[config.mk]
export PLATFORM = sky130hd
export DESIGN_NAME = mon_fault_detector
export DESIGN_NICKNAME = d
export VERILOG_FILES = /design/src/rtl/mon_pkg.sv /design/src/rtl/mon_bit_det.sv /design/src/rtl/mon_settle_gate.sv /design/src/rtl/mon_or_reduce.sv /design/src/rtl/mon_fault_detector.sv
export SDC_FILE = /design/constraint.sdc
export NUM_CORES = 1
export LEC_CHECK = 0
export BUFFER_PORTS_ARGS = -buffer_cell sky130_fd_sc_hd__buf_4
export CAP_MARGIN = 30
export CORE_MARGIN = 4
export CORE_UTILIZATION = 30
export DETAILED_ROUTE_END_ITERATION = 8
export PLACE_DENSITY = 0.6
export SYNTH_ARGS = -nofsm -noshare
export SYNTH_HDL_FRONTEND = slang
export SYNTH_SLANG_ARGS = --single-unit
[constraint.sdc]
create_clock -name clk -period 2.2 [get_ports clk]
set_input_delay 0.11 -clock clk [delete_from_list [all_inputs] [get_ports clk]]
set_output_delay 0.11 -clock clk [all_outputs]
set_load 0.05 [all_outputs]
[src/rtl/mon_pkg.sv]
package mon_pkg;

  // One-bit deviation test: a watched input that differs from its healthy level.
  function automatic logic bit_deviates(input logic watch, input logic level,
                                        input logic healthy);
    return watch & (level ^ healthy);
  endfunction

endpackage

[src/rtl/mon_bit_det.sv]
module mon_bit_det
  import mon_pkg::*;
(
  input  logic level_i,
  input  logic watch_i,
  input  logic healthy_i,
  output logic dev_o
);

  always_comb begin
    dev_o = bit_deviates(watch_i, level_i, healthy_i);
  end

endmodule

[src/rtl/mon_settle_gate.sv]
module mon_settle_gate #(
  parameter int unsigned SETTLE_CYCLES = 4,
  localparam int unsigned CNT_W = $clog2(SETTLE_CYCLES + 2)
) (
  input  logic clk,
  input  logic rst_n,
  input  logic load_done_i,
  output logic blocked_o
);

  localparam logic [CNT_W-1:0] WINDOW_LEN = CNT_W'(SETTLE_CYCLES);

  logic [CNT_W-1:0] cnt_q;
  logic [CNT_W-1:0] cnt_d;
  logic             cnt_en;
  logic             running;

  always_comb begin
    running = (cnt_q != '0);
    cnt_en  = load_done_i | running;
    cnt_d   = cnt_q;
    if (load_done_i) begin
      cnt_d = WINDOW_LEN;
    end else if (running) begin
      cnt_d = cnt_q - CNT_W'(1);
    end
    blocked_o = load_done_i | running;
  end

  always_ff @(posedge clk or negedge rst_n) begin
    if (!rst_n) begin
      cnt_q <= '0;
    end else if (cnt_en) begin
      cnt_q <= cnt_d;
    end
  end

endmodule

[src/rtl/mon_or_reduce.sv]
module mon_or_reduce #(
  parameter int unsigned WIDTH = 8
) (
  input  logic [WIDTH-1:0] vec_i,
  output logic             any_o
);

  logic [WIDTH:0] chain;

  assign chain[0] = 1'b0;

  for (genvar g = 0; g < WIDTH; g++) begin : g_or
    assign chain[g+1] = chain[g] | vec_i[g];
  end

  assign any_o = chain[WIDTH];

endmodule

[src/rtl/mon_fault_detector.sv]
module mon_fault_detector #(
  parameter int unsigned N_INPUTS      = 8,
  parameter int unsigned SETTLE_CYCLES = 4
) (
  input  logic                clk,
  input  logic                rst_n,
  input  logic [N_INPUTS-1:0] status_i,
  input  logic [N_INPUTS-1:0] watch_en_i,
  input  logic [N_INPUTS-1:0] expect_i,
  input  logic                cfg_done_i,
  output logic                fault_o,
  output logic [N_INPUTS-1:0] fault_vec_o
);

  logic [N_INPUTS-1:0] dev_raw;
  logic [N_INPUTS-1:0] vec_d;
  logic [N_INPUTS-1:0] vec_q;
  logic                any_d;
  logic                any_q;
  logic                blocked;

  for (genvar g = 0; g < N_INPUTS; g++) begin : g_det
    mon_bit_det u_bit (
      .level_i   (status_i[g]),
      .watch_i   (watch_en_i[g]),
      .healthy_i (expect_i[g]),
      .dev_o     (dev_raw[g])
    );
  end

  mon_settle_gate #(.SETTLE_CYCLES(SETTLE_CYCLES)) u_gate (
    .clk         (clk),
    .rst_n       (rst_n),
    .load_done_i (cfg_done_i),
    .blocked_o   (blocked)
  );

  always_comb begin
    vec_d = blocked ? '0 : dev_raw;
  end

  mon_or_reduce #(.WIDTH(N_INPUTS)) u_or (
    .vec_i (vec_d),
    .any_o (any_d)
  );

  always_ff @(posedge clk or negedge rst_n) begin
    if (!rst_n) begin
      vec_q <= '0;
      any_q <= 1'b0;
    end else begin
      vec_q <= vec_d;
      any_q <= any_d;
    end
  end

  assign fault_vec_o = vec_q;
  assign fault_o     = any_q;

endmodule

==> results.yml <==
finish:
  syn_to_final_growth_pct: 61.7
  n_antenna_cell: 0
  drive_gt1_share_pct: 56.0
  fin_util_pct: 51.7
  fin_nets: 115
  fillers: 164
pwr:
  vdd_ir_drop_max_mv: 0.287
  powerDensity_nw_per_um2: 770
  p_leak_nw: 0.498
sta:
  fin_crit_sh_pct: 95.8
  slew_violations: 0
  timing.fmax_mhz: 475
  setup_violations: 0
  fin_skew_ns: 0.00355
  whs_ns: 0.0450
  slew_headroom_pct: 80.1
  tightest_slew_ns: 0.298
  period_needed_ns: 2.11
  final_hold_viol_count: 0
  fin_setup_tns_ns: 0
  setup_ws_ns: 0.0928
worst_setup_path:
  critical_path_class: "register to register"
  cp-startpoint: "u_gate.cnt_q[0]"
  critical_path.slowest_cell: "or4_1"
  r2r_start: "u_gate.cnt_q[0]"
  cp-end-kind: "register"
  required_ns: 2.33
  critPathMaxStageDelay_ns: 0.50
  path_cells: "inv_1, ha_1, nor3b_4, and3_4, or4_1, or4b_1"
  cp_top_family: "simple AND/OR/NAND/NOR gates"
  path_buf_inv: 1
  worst-path-max-fanout: 8
  critPathArrivalTime_ns: 2.24
  startpoint_type: "register"
synth:
  synth-xor-area-share_pct: 15.6
  synth_mux_area_share_pct: 0
  yosys.area_share.simple_pct: 19.7
  synth_fa_ha_area_share_pct: 4.54
  syn_inst: 44
  syn_area_sq_um: 552
  synth_warnings: 0
  synth_area_per_cell_sq_um: 12.5
  syn-num-nets: 73
  synth_cell_types: 17
  ys_seq_area_share_pct: 54.4
  ys_seq_elements: 12
  synth_compound_area_share_pct: 3.63
  synth_top_family_by_area: "simple AND/OR/NAND/NOR gates"
route:
  dr.first_iter.drc_count: 0
  wl_um: 1190
  met1Wirelength_um: 485
  drcViolationCount: 0
  route.vias.total: 450
  top_layer_used: "met4"
  wl_met2_um: 595
  via_per_inst: 4.13
  routedWlPerCell_um: 11.0
  ant_nets: 0
  wl_met3_um: 86
  drtPass1Iterations: 1
flow_run:
  cap_violations: 0
global_routing:
  grtUsageTotal_pct: 11.0
  antenna_found_initial: 0
  grt_pass1_vias: 529
  grt_pass1_wl_um: 2060
  grt_max_degree: 13
  overflow: 0
placed_design:
  pre_cts_ws_ns: 0.0378
  port_buffers: 35
  place_hpwl_um: 986
  globalplace.congestion: 0.703
cts:
  cts_tree: "done"
  clock_path_buffers: 2
  cts_inserted_buffers: 3
  clkSlewWorstSetupHoldPaths_ns: 0.07
  insertion_delay_ns: 0.26
  cts-root-buf: "clkbuf_4"
  h-tree-depth: 1
  cts.sinks: 12
min_path:
  min-delay-start: "cfg_done_i"
  worstHoldPathType: "primary input to register"
floorplanning:
  initial_core_util_pct: 32.0
  die-area_sq_um: 2590
  die_y_um: 50.9
  ios: 36
  core_sq_um: 1730
  die_width_um: 50.9
  rows: 15
outcome:
  status: "finished clean"
-- flip-flops by register name, indices dropped and copies added (netlist names) --
signal / count
fault_o: 1
u_gate.cnt_q: 3
fault_vec_o: 8
-- cells in the mapped netlist, drive strengths merged --
cell type  instances  area share, %
nor2               3            2.0
ha                 2            4.5
or4                1            1.4
xnor2              1            1.6
and3               8             11
or4b               1            1.8
o31ai              1            1.4
nor3b              1            2.3
a21oi              1           0.91
nand2b             1            1.1
dfrtp             12             54
a211oi             1            1.4
inv                3            2.0
xor2               8             14
-- cell type report --
cell class	count	area, sq um	share of cell area (%)
Sequential cell	12	300	33.7
Inverter	3	11.3	1.26
Tap cell	25	31.3	3.51
Clock buffer	3	22.5	2.52
Multi-Input combinational cell	29	246	27.6
Timing Repair Buffer	37	280	31.4
-- per-stage QoR --
step / instance area [sq um] / std cells / total power, mW
finish: 892 / 109 / 0.687
global route: 892 / 109 / 0.736
detailed placement: 846 / 104 / 0.543
CTS: 878 / 108 / 0.672
global placement: 846 / 104 / 0.536
floorplan: 552 / 44 / 0.447
-- report_power, final --
part / switching [mW] / total (mW) / internal [mW]
clock network: 0.0641 / 0.127 / 0.0631
logic: 0.147 / 0.278 / 0.131
registers: 0.0230 / 0.282 / 0.259
total: 0.234 / 0.687 / 0.453
-- per-layer routing --
layer  GRT usage (%)  vias to the layer above
met5               0                        -
met4            9.42                        0
met3            2.33                        2
met2            18.0                       20
met1            11.9                      199
li1                -                      229
-- cells by family after synthesis --
kind of cell    Yosys count
fa+ha+maj                 2
xor+xnor                  9
simple gates             15
buf+inv                   3
flops                    12
compound gates            3
-- what timing repair did --
item / CTS / global route
setup endpoints to repair: 0 / 1
endpoints found under the hold margin: 12 / 0
resized for setup: 0 / 1
hold buffers: 1 / 0
buffers inserted: 0 / 1
-- worst paths after layout --
kind / cells after the start / slack, ns / to
setup / recovery: 6 / 0.09 / fault_o
hold / removal: 2 / 0.05 / u_gate.cnt_q[1]
setup reg to reg: 6 / 0.09 / fault_o
hold reg to reg: 1 / 0.56 / u_gate.cnt_q[2]
max in group asynchronous: 2 / 1.81 / u_gate.cnt_q[0]
min in group asynchronous: 2 / 0.23 / fault_vec_o[6]
-- cell usage in the layout (no fill, tap or decap) --
cell type / instances
or4_1: 1
dfrtp_1: 12
inv_1: 3
and3_1: 2
nand2b_1: 1
ha_1: 2
dlygate4sd3_1: 1
a211oi_1: 1
xnor2_1: 1
and3_4: 1
nor2_1: 3
or4b_1: 1
clkbuf_4: 3
and3_2: 5
buf_4: 36
o31ai_1: 1
xor2_1: 7
xor2_2: 1
nor3b_4: 1
a21oi_1: 1
No activity file was read; power rests on OpenSTA's default activity.
